<file path="src/rtl/qpmu_pkg.sv">
package qpmu_pkg;

    localparam int unsigned REG_AW  = 8;
    localparam int unsigned WORD_W  = 32;

    // Register byte offsets
    localparam logic [REG_AW-1:0] OFS_IMSG0 = 8'h10;
    localparam logic [REG_AW-1:0] OFS_IMSG1 = 8'h14;
    localparam logic [REG_AW-1:0] OFS_OMSG0 = 8'h18;
    localparam logic [REG_AW-1:0] OFS_OMSG1 = 8'h1C;
    localparam logic [REG_AW-1:0] OFS_DBELL = 8'h20;
    localparam logic [REG_AW-1:0] OFS_ISTAT = 8'h24;
    localparam logic [REG_AW-1:0] OFS_IMASK = 8'h28;
    localparam logic [REG_AW-1:0] OFS_OSTAT = 8'h30;
    localparam logic [REG_AW-1:0] OFS_OMASK = 8'h34;
    localparam logic [REG_AW-1:0] OFS_QIN   = 8'h40;
    localparam logic [REG_AW-1:0] OFS_QOUT  = 8'h44;

    localparam logic [WORD_W-1:0] EMPTY_WORD = '1;

    // Queue indices
    localparam int Q_FREE = 0;
    localparam int Q_POST = 1;
    localparam int Q_CPL  = 2;
    localparam int Q_RET  = 3;
    localparam int NUM_Q  = 4;

    localparam int unsigned ISTAT_W = 3;
    localparam int unsigned OSTAT_W = 4;
    localparam logic [OSTAT_W-1:0] OSTAT_LIVE = 4'b1011;

    typedef struct packed {
        logic [WORD_W-1:0]  imsg0;
        logic [WORD_W-1:0]  imsg1;
        logic [WORD_W-1:0]  omsg0;
        logic [WORD_W-1:0]  omsg1;
        logic [WORD_W-1:0]  dbell;
        logic [1:0]         istat;
        logic [ISTAT_W-1:0] imask;
        logic [OSTAT_W-1:0] ostat;
        logic [OSTAT_W-1:0] omask;
        logic               cmd_wait;
        logic               cmd_done;
        logic [WORD_W-1:0]  rdata;
        logic               rvalid;
    } regs_t;

endpackage

</file>
<file path="src/rtl/qpmu_fifo.sv">
module qpmu_fifo #(
    parameter int unsigned W     = 32,
    parameter int unsigned DEPTH = 4
) (
    input  logic         clk,
    input  logic         rst_n,
    input  logic         push,
    input  logic [W-1:0] din,
    input  logic         pop,
    output logic [W-1:0] head,
    output logic         empty,
    output logic         full
);
    localparam int unsigned PW = (DEPTH < 2) ? 1 : $clog2(DEPTH);
    localparam logic [PW:0] FULL_CNT = (PW+1)'(DEPTH);

    typedef struct packed {
        logic [PW:0] wptr;
        logic [PW:0] rptr;
    } fptr_t;

    fptr_t q, d;
    logic [W-1:0] mem [DEPTH];
    logic [PW:0]  count;
    logic         push_ok, pop_ok;

    assign count = q.wptr - q.rptr;
    assign empty = (count == '0);
    assign full  = (count == FULL_CNT);
    assign head  = mem[q.rptr[PW-1:0]];

    always_comb begin
        d       = q;
        push_ok = push && !full;
        pop_ok  = pop && !empty;
        if (push_ok) d.wptr = q.wptr + (PW+1)'(1);
        if (pop_ok)  d.rptr = q.rptr + (PW+1)'(1);
    end

    always_ff @(posedge clk or negedge rst_n) begin
        if (!rst_n) q <= '0;
        else        q <= d;
    end

    always_ff @(posedge clk) begin
        if (push_ok) mem[q.wptr[PW-1:0]] <= din;
    end

    // occupancy never exceeds the depth
    p_no_overflow_r6: assert property (@(posedge clk) disable iff (!rst_n)
        count <= FULL_CNT);

    // a push into a full list without a pop leaves it untouched
    p_full_hold_r6: assert property (@(posedge clk) disable iff (!rst_n)
        (full && push && !pop) |=> (full && $stable(q.wptr)));

    // popping an empty list keeps it empty
    p_empty_pop_r2: assert property (@(posedge clk) disable iff (!rst_n)
        (empty && pop && !push) |=> empty);

endmodule

</file>
<file path="src/rtl/qpmu_regs.sv">
module qpmu_regs
    import qpmu_pkg::*;
(
    input  logic                clk,
    input  logic                rst_n,
    input  logic                hst_wr_en,
    input  logic                hst_rd_en,
    input  logic [REG_AW-1:0]   hst_addr,
    input  logic [WORD_W-1:0]   hst_wdata,
    output logic [WORD_W-1:0]   hst_rdata,
    output logic                hst_rvalid,
    output logic                host_irq,
    output logic                hst_cmd_done,
    output logic                iop_irq,
    output logic [WORD_W-1:0]   iop_imsg0,
    output logic [WORD_W-1:0]   iop_imsg1,
    output logic [WORD_W-1:0]   iop_doorbell,
    input  logic [1:0]          iop_istat_clr,
    input  logic [WORD_W-1:0]   iop_db_clr,
    input  logic [1:0]          iop_omsg_we,
    input  logic [WORD_W-1:0]   iop_omsg_wdata,
    input  logic                iop_cpl_push,
    input  logic [WORD_W-1:0]   free_head,
    input  logic                free_empty,
    input  logic [WORD_W-1:0]   cpl_head,
    input  logic                cpl_empty,
    input  logic                cpl_full,
    input  logic                post_full,
    input  logic                ret_full,
    output logic                free_pop,
    output logic                post_push,
    output logic                cpl_pop,
    output logic                ret_push
);
    regs_t q, d;
    logic  cpl_accept;
    logic  wr_hit_imsg0;
    logic [ISTAT_W-1:0] istat_view;

    assign cpl_accept   = iop_cpl_push && !cpl_full;
    assign wr_hit_imsg0 = hst_wr_en && (hst_addr == OFS_IMSG0);
    assign istat_view   = {(q.dbell != '0), q.istat};

    assign free_pop  = hst_rd_en && (hst_addr == OFS_QIN)  && !free_empty;
    assign cpl_pop   = hst_rd_en && (hst_addr == OFS_QOUT) && !cpl_empty;
    assign post_push = hst_wr_en && (hst_addr == OFS_QIN)  && !post_full;
    assign ret_push  = hst_wr_en && (hst_addr == OFS_QOUT) && !ret_full;

    always_comb begin
        d = q;

        // Non-queued command echo: match against the held inbound message 0
        if (iop_omsg_we[0] && q.cmd_wait && (iop_omsg_wdata == q.imsg0)) begin
            d.cmd_done = 1'b1;
            d.cmd_wait = 1'b0;
        end

        // Processor-side clears
        d.istat = q.istat & ~iop_istat_clr;
        d.dbell = q.dbell & ~iop_db_clr;

        // Host write-one-to-clear on outbound status, sets below win
        if (hst_wr_en && (hst_addr == OFS_OSTAT))
            d.ostat = q.ostat & ~hst_wdata[OSTAT_W-1:0];

        // Processor-side sets
        if (iop_omsg_we[0]) begin
            d.omsg0    = iop_omsg_wdata;
            d.ostat[0] = 1'b1;
        end
        if (iop_omsg_we[1]) begin
            d.omsg1    = iop_omsg_wdata;
            d.ostat[1] = 1'b1;
        end
        if (cpl_accept) d.ostat[3] = 1'b1;
        d.ostat = d.ostat & OSTAT_LIVE;

        // Host writes
        if (hst_wr_en) begin
            unique case (hst_addr)
                OFS_IMSG0: begin
                    d.imsg0    = hst_wdata;
                    d.istat[0] = 1'b1;
                end
                OFS_IMSG1: begin
                    d.imsg1    = hst_wdata;
                    d.istat[1] = 1'b1;
                end
                OFS_DBELL: d.dbell = d.dbell | hst_wdata;
                OFS_IMASK: d.imask = hst_wdata[ISTAT_W-1:0];
                OFS_OMASK: d.omask = hst_wdata[OSTAT_W-1:0];
                default: ;
            endcase
        end
        if (wr_hit_imsg0) begin
            d.cmd_wait = 1'b1;
            d.cmd_done = 1'b0;
        end

        // Host read path, one register stage
        d.rvalid = hst_rd_en;
        d.rdata  = '0;
        if (hst_rd_en) begin
            unique case (hst_addr)
                OFS_IMSG0: d.rdata = q.imsg0;
                OFS_IMSG1: d.rdata = q.imsg1;
                OFS_OMSG0: d.rdata = q.omsg0;
                OFS_OMSG1: d.rdata = q.omsg1;
                OFS_DBELL: d.rdata = q.dbell;
                OFS_ISTAT: d.rdata = WORD_W'(istat_view);
                OFS_IMASK: d.rdata = WORD_W'(q.imask);
                OFS_OSTAT: d.rdata = WORD_W'(q.ostat);
                OFS_OMASK: d.rdata = WORD_W'(q.omask);
                OFS_QIN:   d.rdata = free_empty ? EMPTY_WORD : free_head;
                OFS_QOUT:  d.rdata = cpl_empty  ? EMPTY_WORD : cpl_head;
                default:   d.rdata = '0;
            endcase
        end
    end

    always_ff @(posedge clk or negedge rst_n) begin
        if (!rst_n) begin
            q       <= '0;
            q.imask <= '1;
            q.omask <= '1;
        end else begin
            q <= d;
        end
    end

    assign hst_rdata    = q.rdata;
    assign hst_rvalid   = q.rvalid;
    assign hst_cmd_done = q.cmd_done;
    assign iop_imsg0    = q.imsg0;
    assign iop_imsg1    = q.imsg1;
    assign iop_doorbell = q.dbell;
    assign host_irq     = |(q.ostat & ~q.omask);
    assign iop_irq      = |(istat_view & ~q.imask);

    // every read strobe yields valid data one cycle later
    p_rvalid_r1: assert property (@(posedge clk) disable iff (!rst_n)
        hst_rd_en |=> hst_rvalid);

    // an accepted completion always leaves status bit 3 set
    p_cpl_sets_stat_r7: assert property (@(posedge clk) disable iff (!rst_n)
        (iop_cpl_push && !cpl_full) |=> q.ostat[3]);

    // a fully set outbound mask keeps the host interrupt low
    p_mask_blocks_r8: assert property (@(posedge clk) disable iff (!rst_n)
        (hst_wr_en && (hst_addr == OFS_OMASK) && (hst_wdata[OSTAT_W-1:0] == '1))
        |=> !host_irq);

    // doorbell bits survive any cycle without a processor clear
    p_db_sticky_r9: assert property (@(posedge clk) disable iff (!rst_n)
        (iop_db_clr == '0) |=> ((q.dbell & $past(q.dbell)) == $past(q.dbell)));

    // command completion appears only on an outbound message 0 write
    p_cmd_done_r11: assert property (@(posedge clk) disable iff (!rst_n)
        $rose(q.cmd_done) |-> $past(iop_omsg_we[0]));

endmodule

</file>
<file path="src/rtl/qport_msg_unit.sv">
module qport_msg_unit
    import qpmu_pkg::*;
#(
    parameter int unsigned FIFO_DEPTH  = 4,
    parameter int unsigned ALIGN_SHIFT = 5,
    localparam int unsigned HOST_AW    = WORD_W - 1 + ALIGN_SHIFT
) (
    input  logic                clk,
    input  logic                rst_n,
    input  logic                hst_wr_en,
    input  logic                hst_rd_en,
    input  logic [REG_AW-1:0]   hst_addr,
    input  logic [WORD_W-1:0]   hst_wdata,
    output logic [WORD_W-1:0]   hst_rdata,
    output logic                hst_rvalid,
    output logic                host_irq,
    output logic                hst_cmd_done,
    output logic                iop_irq,
    output logic [WORD_W-1:0]   iop_imsg0,
    output logic [WORD_W-1:0]   iop_imsg1,
    output logic [WORD_W-1:0]   iop_doorbell,
    input  logic [1:0]          iop_istat_clr,
    input  logic [WORD_W-1:0]   iop_db_clr,
    input  logic [1:0]          iop_omsg_we,
    input  logic [WORD_W-1:0]   iop_omsg_wdata,
    input  logic                iop_free_push,
    input  logic [WORD_W-1:0]   iop_free_data,
    output logic                iop_free_full,
    input  logic                iop_post_pop,
    output logic                iop_post_valid,
    output logic [WORD_W-1:0]   iop_post_data,
    output logic                iop_post_host,
    output logic [HOST_AW-1:0]  iop_post_addr,
    input  logic                iop_cpl_push,
    input  logic [WORD_W-1:0]   iop_cpl_data,
    output logic                iop_cpl_full,
    input  logic                iop_ret_pop,
    output logic                iop_ret_valid,
    output logic [WORD_W-1:0]   iop_ret_data
);
    logic [NUM_Q-1:0]  f_push, f_pop, f_empty, f_full;
    logic [WORD_W-1:0] f_din  [NUM_Q];
    logic [WORD_W-1:0] f_head [NUM_Q];

    logic host_free_pop, host_post_push, host_cpl_pop, host_ret_push;

    // Queue wiring: which side pushes and which side pops
    assign f_push[Q_FREE] = iop_free_push;
    assign f_din [Q_FREE] = iop_free_data;
    assign f_pop [Q_FREE] = host_free_pop;

    assign f_push[Q_POST] = host_post_push;
    assign f_din [Q_POST] = hst_wdata;
    assign f_pop [Q_POST] = iop_post_pop;

    assign f_push[Q_CPL]  = iop_cpl_push;
    assign f_din [Q_CPL]  = iop_cpl_data;
    assign f_pop [Q_CPL]  = host_cpl_pop;

    assign f_push[Q_RET]  = host_ret_push;
    assign f_din [Q_RET]  = hst_wdata;
    assign f_pop [Q_RET]  = iop_ret_pop;

    for (genvar g = 0; g < NUM_Q; g++) begin : g_queue
        qpmu_fifo #(
            .W     (WORD_W),
            .DEPTH (FIFO_DEPTH)
        ) i_fifo (
            .clk   (clk),
            .rst_n (rst_n),
            .push  (f_push[g]),
            .din   (f_din[g]),
            .pop   (f_pop[g]),
            .head  (f_head[g]),
            .empty (f_empty[g]),
            .full  (f_full[g])
        );
    end

    qpmu_regs i_regs (
        .clk            (clk),
        .rst_n          (rst_n),
        .hst_wr_en      (hst_wr_en),
        .hst_rd_en      (hst_rd_en),
        .hst_addr       (hst_addr),
        .hst_wdata      (hst_wdata),
        .hst_rdata      (hst_rdata),
        .hst_rvalid     (hst_rvalid),
        .host_irq       (host_irq),
        .hst_cmd_done   (hst_cmd_done),
        .iop_irq        (iop_irq),
        .iop_imsg0      (iop_imsg0),
        .iop_imsg1      (iop_imsg1),
        .iop_doorbell   (iop_doorbell),
        .iop_istat_clr  (iop_istat_clr),
        .iop_db_clr     (iop_db_clr),
        .iop_omsg_we    (iop_omsg_we),
        .iop_omsg_wdata (iop_omsg_wdata),
        .iop_cpl_push   (iop_cpl_push),
        .free_head      (f_head[Q_FREE]),
        .free_empty     (f_empty[Q_FREE]),
        .cpl_head       (f_head[Q_CPL]),
        .cpl_empty      (f_empty[Q_CPL]),
        .cpl_full       (f_full[Q_CPL]),
        .post_full      (f_full[Q_POST]),
        .ret_full       (f_full[Q_RET]),
        .free_pop       (host_free_pop),
        .post_push      (host_post_push),
        .cpl_pop        (host_cpl_pop),
        .ret_push       (host_ret_push)
    );

    assign iop_free_full  = f_full[Q_FREE];
    assign iop_cpl_full   = f_full[Q_CPL];
    assign iop_post_valid = !f_empty[Q_POST];
    assign iop_post_data  = f_head[Q_POST];
    assign iop_ret_valid  = !f_empty[Q_RET];
    assign iop_ret_data   = f_head[Q_RET];

    // Bit 31 tags a host-memory packet whose bus address was shifted down
    assign iop_post_host  = f_head[Q_POST][WORD_W-1];
    assign iop_post_addr  = iop_post_host
                          ? {f_head[Q_POST][WORD_W-2:0], {ALIGN_SHIFT{1'b0}}}
                          : {{ALIGN_SHIFT{1'b0}}, f_head[Q_POST][WORD_W-2:0]};

    // the host tag follows the posted word's top bit
    p_post_tag_r3: assert property (@(posedge clk) disable iff (!rst_n)
        (iop_post_valid && iop_post_host) |-> (iop_post_addr[ALIGN_SHIFT-1:0] == '0));

endmodule

</file>
<file path="config.mk">
export PLATFORM = sky130hd
export DESIGN_NAME = qport_msg_unit
export DESIGN_NICKNAME = d
export VERILOG_FILES = /design/src/rtl/qpmu_pkg.sv /design/src/rtl/qpmu_fifo.sv /design/src/rtl/qpmu_regs.sv /design/src/rtl/qport_msg_unit.sv
export SDC_FILE = /design/constraint.sdc
export NUM_CORES = 1
export LEC_CHECK = 0
export BUFFER_PORTS_ARGS = -buffer_cell sky130_fd_sc_hd__buf_2
export CAP_MARGIN = 40
export CORE_AREA = 2 2 357 359
export CTS_CLUSTER_DIAMETER = 50
export DETAILED_ROUTE_END_ITERATION = 6
export DIE_AREA = 0 0 359 361
export PLACE_DENSITY_LB_ADDON = 0.08
export SLEW_MARGIN = 20
export SYNTH_ARGS = -nofsm -noshare
export SYNTH_HDL_FRONTEND = slang
export SYNTH_SLANG_ARGS = --single-unit
</file>
<file path="constraint.sdc">
create_clock -name clk -period 2.9 [get_ports clk]
set_input_delay 0.29 -clock clk [delete_from_list [all_inputs] [get_ports clk]]
set_output_delay 0.29 -clock clk [all_outputs]
set_load 0.05 [all_outputs]
</file>
==> results.yml, run 1 <==
place:
  hpwl_mm: 79.46
  place.gp.congestion: 0.7787
  dp.cells: 3762
  port_buffers: 416
  post-place-ws_ps: 123.7
sta:
  fin_worst_skew_ps: 25.06
  final_max_slew_viol_count: 0
  worst_hold_slack_ps: 28.16
  rsz0062_at_grt: "yes"
  relSlewSlack_pct: 52.91
  worst_slew_pin_slew_ps: 706.3
  setup_viol: 0
  fin_crit_sh_pct: 98.64
  fin_crit_ps: 2861
  setup_ws_ps: 39.39
  finalHoldViolations: 0
  max_freq_mhz: 349.6
worst_setup_path:
  critical_path.top_delay_family: "multiplexers"
  crit_path_start_kind: "flop"
  critPathArrivalTime_ps: 2570
  critical_path_class: "reg2out"
  worstPathMaxFanout: 12
  r2r_cells: 5
  cpMostUsedCell: "buf_6"
  cp.required_ps: 2610
  worstPathBufferInverterCount: 3
  r2r_slack_ps: 430
  startpoint: "g_queue[1].i_fifo.q[0]$_DFFE_PN0P_"
  r2r_end: "g_queue[1].i_fifo.mem[3][11]$_DFFE_PP_"
  crit-reg2reg-launch: "g_queue[1].i_fifo.q[0]$_DFFE_PN0P_"
  cpPeakStageDelay_ps: 560
  crit_path_end_kind: "primary output"
  cp_cell_sequence: "buf_6, mux4_2, buf_12, mux2_4, buf_6"
  cp_slowest_cell: "dfrtp_4"
die:
  dieArea_sq_um: 129600
  core_sq_um: 125400
  die_height_um: 361
  rows: 130
  num_io_pins: 417
  dieWidth_um: 359
  initial_core_util_pct: 24.91
synthesis:
  synth_top_area_share_pct: 49.21
  synth-main-ff-cell: "edfxtp_1"
  synth-async-reset-ratio_pct: 31.09
  synth_seq_area_share_pct: 67.74
  syn_nets: 2040
  synth_area_leaders: "edfxtp_1 49%, dfrtp_1 18%, mux4_2 9.4%"
  avgSynthCellArea_sq_um: 17.05
  synth_cell_types: 61
  synth_area_sq_um: 31240
  synth-edff-count: 512
  ys_seq_elements: 743
  synth_cells: 1832
  yosysWarnings: 0
  synth_top_area_cell: "edfxtp_1"
global_route:
  grt_use_met2_pct: 29.14
  grtUsageMet3_pct: 3.754
  track_usage_pct: 17.31
  overflow: 0
  grt_pass1_wl_mm: 158.5
  grt_pass1_vias: 20137
  grt_max_degree: 93
  antenna_found_initial: 28
  busiest_layer: "met2"
  use_met1_pct: 22.34
final_layout:
  layout.nets: 2640
  areaGrowthSynthToFinish_pct: 32.48
  utilization_pct: 33.00
  instances_no_fill: 4195
  drive_above_1_share_pct: 42.32
clock_network:
  cts-htree-levels: 3
  cts_made_buffers: 116
  cts_root_buf: "clkbuf_16"
  tritoncts: "built"
  cts.sinks: 743
  cts_buffer_depth: 3
  path_clk_slew_ps: 50
  insertion_delay_ps: 690
route:
  drc: 0
  vias: 18786
  ant_nets: 0
  route.detailed.wl_per_inst_um: 27.05
  vias_per_cell: 4.478
  drt_iter0_markers: 1150
  drtPass1Iterations: 5
  wl_mm: 113.5
pwr:
  leakage_uw: 0.01582
  finalPower_uw: 36900
  power_density_nw_per_um2: 891.6
  ir_worst_vdd_mv: 0.4541
hold_path:
  worstHoldStart: "hst_wdata[21]"
  hp-class: "in2reg"
  holdPathStages: 3
  min_to: "i_regs.iop_doorbell[21]$_DFF_PN0_"
status:
  status: "finished, final reports clean"
run:
  max_cap_violations: 0
[final cells by class]
cell class / count / area (sq um)
clock buffers: 136 / 3028
well taps: 1650 / 2064
inverters: 50 / 187.7
diodes: 12 / 30.03
flip-flops and latches: 743 / 21180
repair buffers: 708 / 5395
multi-input cells: 813 / 8686
fillers: 12258 / 84020
clock inverters: 83 / 822.0
[cells by family (layout without fill, tap and decap cells)]
kind of cell / after synthesis / count (layout) / share of synthesized area, %
buffers and inverters: 277 / 977 / 5.098
other: 0 / 12 / 0
adders and majority gates: 28 / 28 / 1.121
DFF: 743 / 743 / 67.74
AOI/OAI and AO/OA: 245 / 245 / 5.078
xor gates and xnor gates: 56 / 56 / 1.594
muxes: 330 / 331 / 16.55
and+or+nand+nor: 153 / 153 / 2.815
[synthesized netlist by cell type (3+ instances only)]
master	number
dfrtp_1	224
nor2b_1	12
nand3b_1	4
a32oi_1	3
o21ai_0	106
mux4_2	130
dfstp_2	7
nand3_1	5
nand2_1	55
xor2_1	40
nor3_1	3
buf_2	43
xnor2_1	15
nor2_1	9
mux2_1	12
inv_1	50
mux2_2	181
a22oi_1	57
a31oi_1	29
clkbuf_1	46
and2_1	23
nand4_1	4
buf_1	6
o21a_1	4
o22a_1	27
mux2i_1	7
ha_1	28
and3_1	4
a41oi_1	3
edfxtp_1	512
nor4_1	16
a21o_1	3
buf_4	131
[where the power goes]
group | total (uW) | switching [uW] | internal [uW]
combinational | 10400 | 6670 | 3710
clock | 13800 | 5330 | 8430
sequential | 12800 | 361 | 12400
[timing repair]
| action | 4_1_cts | 5_1_grt |
|---|---|---|
| pin swaps | 2 | 0 |
| gates resized for setup | 98 | 6 |
| gates cloned | 3 | 0 |
| endpoints found under the hold margin | 798 | 1 |
| hold buffers | 184 | 1 |
| buffers inserted | 15 | 0 |
| setup endpoints to repair | 42 | 21 |
[layout by cell type (no fill, tap or decap), drive strengths merged, types with 28 or more instances in the layout]
cell and instances:
buf 522, o21ai 108, inv 70, clkbuf 136, a22oi 57, mux4 131, edfxtp 512, clkinv 44
ha 28, xor2 40, dlygate4sd3 185, dfrtp 224, nand2 56, mux2 193, a31oi 29
[worst min-delay path: stages]
cell	delay, ps
buf_2	200
nand2_1	90
o21ai_0	70
[routing by layer]
metal / vias up / part of all wire, %
met4: 28 / 2.5
met1: 9850 / 43
met2: 515 / 49
met5: - / 0.15
li1: 8218 / -
met3: 175 / 5.5
[worst max path at each step]
stage,end,slack [ps],depth (start not counted)
detailed placement,iop_irq,120,6
floorplan,g_queue[2].i_fifo.mem[1][0]$_DFFE_PP_,0.02,8
global route,iop_post_addr[29],-40,5
CTS,iop_post_addr[29],-30,5
global placement,iop_irq,90,5
finish,iop_post_addr[16],40,5
[metrics by stage]
step	area [sq um]	setup TNS, ps
2_1_floorplan	31250	0
3_3_place_gp	35040	0
3_5_place_dp	35050	0
4_1_cts	41350	-244.8
5_1_grt	41370	-473.7
6_report	41390	0
[state kept, by name, indices dropped and copies added (netlist names)]
| register | cells |
|---|---|
| g_queue.i_fifo.q | 24 |
| i_regs.istat_view | 2 |
| i_regs.iop_imsg1 | 32 |
| i_regs.q | 75 |
| i_regs.hst_cmd_done | 1 |
| i_regs.hst_rvalid | 1 |
| i_regs.hst_rdata | 32 |
| i_regs.iop_imsg0 | 32 |
| i_regs.iop_doorbell | 32 |
| g_queue.i_fifo.mem | 512 |
(Power assumes the default switching activity.)
==> run 2: changes to the inputs <==
- BUFFER_PORTS_ARGS: -buffer_cell sky130_fd_sc_hd__buf_2 -> not set
- CORE_AREA: 2 2 357 359 -> 5 5 360 362
- DIE_AREA: 0 0 359 361 -> 0 0 365 367
- DONT_BUFFER_PORTS: not set -> 1
- SLEW_MARGIN: 20 -> 15
==> results.yml, run 2 (synthesized netlist as in run 1, its figures left out) <==
worst_setup_path:
  cp.required_ps: 2610
  worstPathMaxFanout: 2
  critical_path_class: "reg2out"
  cp_slowest_cell: "dfrtp_1"
  r2r_slack_ps: 420
  critical_path.top_delay_family: "simple AND/OR/NAND/NOR gates"
  cp_cell_sequence: "nor4_4, buf_4, nand4_1, o21bai_4, o221ai_4, buf_12"
  critPathArrivalTime_ps: 2500
  worstPathBufferInverterCount: 2
  crit_path_end_kind: "primary output"
  cpPeakStageDelay_ps: 410
  crit_path_start_kind: "flop"
sta:
  fin_crit_ps: 2791
  relSlewSlack_pct: 46.12
  rsz0062_at_grt: "no"
  tns_ps: 0
  fin_crit_sh_pct: 96.25
  fin_worst_skew_ps: 24.33
  worst_slew_pin_slew_ps: 805.5
  worst_hold_slack_ps: -697.3
  max_freq_mhz: 358.3
  setup_viol: 0
  final_max_slew_viol_count: 0
  setup_ws_ps: 108.7
  finalHoldViolations: 231
route:
  route.detailed.wl_per_inst_um: 30.16
  drt_iter0_markers: 1227
  drc: 0
  vias: 17635
  ant_nets: 0
  wl_mm: 117.1
  drtPass1Iterations: 5
  vias_per_cell: 4.543
clock_network:
  tritoncts: "built"
  cts-htree-levels: 3
  cts_buffer_depth: 3
  cts_made_buffers: 110
  cts_hold_buf: 196
  insertion_delay_ps: 710
  cts.sinks: 743
  cts_root_buf: "clkbuf_16"
  path_clk_slew_ps: 60
global_route:
  track_usage_pct: 17.19
  overflow: 0
  grt_pass1_wl_mm: 159.3
  grt_max_degree: 232
  grt_pass1_vias: 18836
  busiest_layer: "met2"
  antenna_found_initial: 33
  grt_use_met2_pct: 28.36
  grtUsageMet3_pct: 5.985
  use_met1_pct: 21.22
pwr:
  power_density_nw_per_um2: 896.3
  finalPower_uw: 35510
  leakage_uw: 0.01419
  ir_worst_vdd_mv: 0.4921
status:
  violations: "negative hold slack"
  status: "complete, but fails checks"
hold_path:
  hp-class: "in2async"
die:
  die_height_um: 367
  num_io_pins: 417
  dieWidth_um: 365
  dieArea_sq_um: 134000
  core_sq_um: 126400
  initial_core_util_pct: 24.72
  rows: 131
final_layout:
  layout.nets: 2311
  instances_no_fill: 3882
  drive_above_1_share_pct: 33.27
  areaGrowthSynthToFinish_pct: 26.82
  final_common_cell: "edfxtp_1"
  utilization_pct: 31.35
  layout.cells.most_common_list: "512 x edfxtp_1, 219 x dfrtp_1, 194 x dlygate4sd3_1"
  largest_reg_flops: 512
place:
  port_buffers: 0
  place.gp.congestion: 0.7394
  hpwl_mm: 79.33
  dp.cells: 3447
  post-place-ws_ps: 393.3
run:
  max_cap_violations: 0
## run 2: changes by cell type in the layout (fill, tap and decap cells not counted), moves of 6 or more
cell | before | now
buf_6 | 23 | 2
buf_2 | 388 | 0
clkinv_2 | 20 | 14
mux2_2 | 165 | 171
diode_2 | 12 | 23
buf_4 | 69 | 160
buf_12 | 34 | 24
dlygate4sd3_1 | 185 | 194
mux2_4 | 16 | 10
## run 2: layout make-up
class	count	area, sq um
diodes	23	57.56
clock buffers	125	2850
clock inverters	81	860.8
fillers	12365	86750
inverters	50	187.7
multi-input cells	813	8670
flip-flops and latches	743	21170
well taps	1662	2079
repair buffers	385	3746
## run 2: metal layers
metal | vias to the layer above | part of all wire, %
met1 | 9342 | 41
li1 | 7573 | -
met3 | 144 | 8.5
met4 | 10 | 2.7
met5 | - | 0.047
met2 | 566 | 48
## run 2: path summary, 6_finish.rpt
path | startpoint | to | cells past startpoint
max | i_regs.iop_doorbell[13]$_DFF_PN0_ | iop_irq | 6
min | rst_n | i_regs.iop_imsg1[27]$_DFFE_PN0P_ | 0
max reg2reg | g_queue[1].i_fifo.q[0]$_DFFE_PN0P_ | g_queue[1].i_fifo.mem[3][10]$_DFFE_PP_ | 6
min reg2reg | g_queue[3].i_fifo.q[5]$_DFFE_PN0P_ | g_queue[3].i_fifo.q[5]$_DFFE_PN0P_ | 1
max in group asynchronous | rst_n | i_regs.hst_rdata[11]$_DFF_PN0_ | 0
min in group clk | iop_omsg_wdata[5] | i_regs.hst_cmd_done$_DFFE_PN0P_ | 4
## run 2: repair_timing
action | in CTS | in global routing
setup buffers | 6 | 0
resized for setup | 25 | 1
setup endpoints to repair | 47 | 1
pin swaps | 2 | 1
endpoints found under the hold margin | 941 | 231
cloned | 1 | 0
## run 2: power by group
part           leakage, uW  switching, uW  total, uW  internal [uW]
logic              0.00478           6280       9280           3000
registers          0.00761            453      12900          12400
clock network      0.00180           5250      13400           8130
## run 2: through the flow
stage          hold slack (ps)  area [sq um]
2_1_floorplan           -5.591         31250
3_3_place_gp             18.92         33590
3_5_place_dp             20.13         33590
4_1_cts                 -778.2         39510
5_1_grt                 -746.5         39600
6_report                -697.3         39620
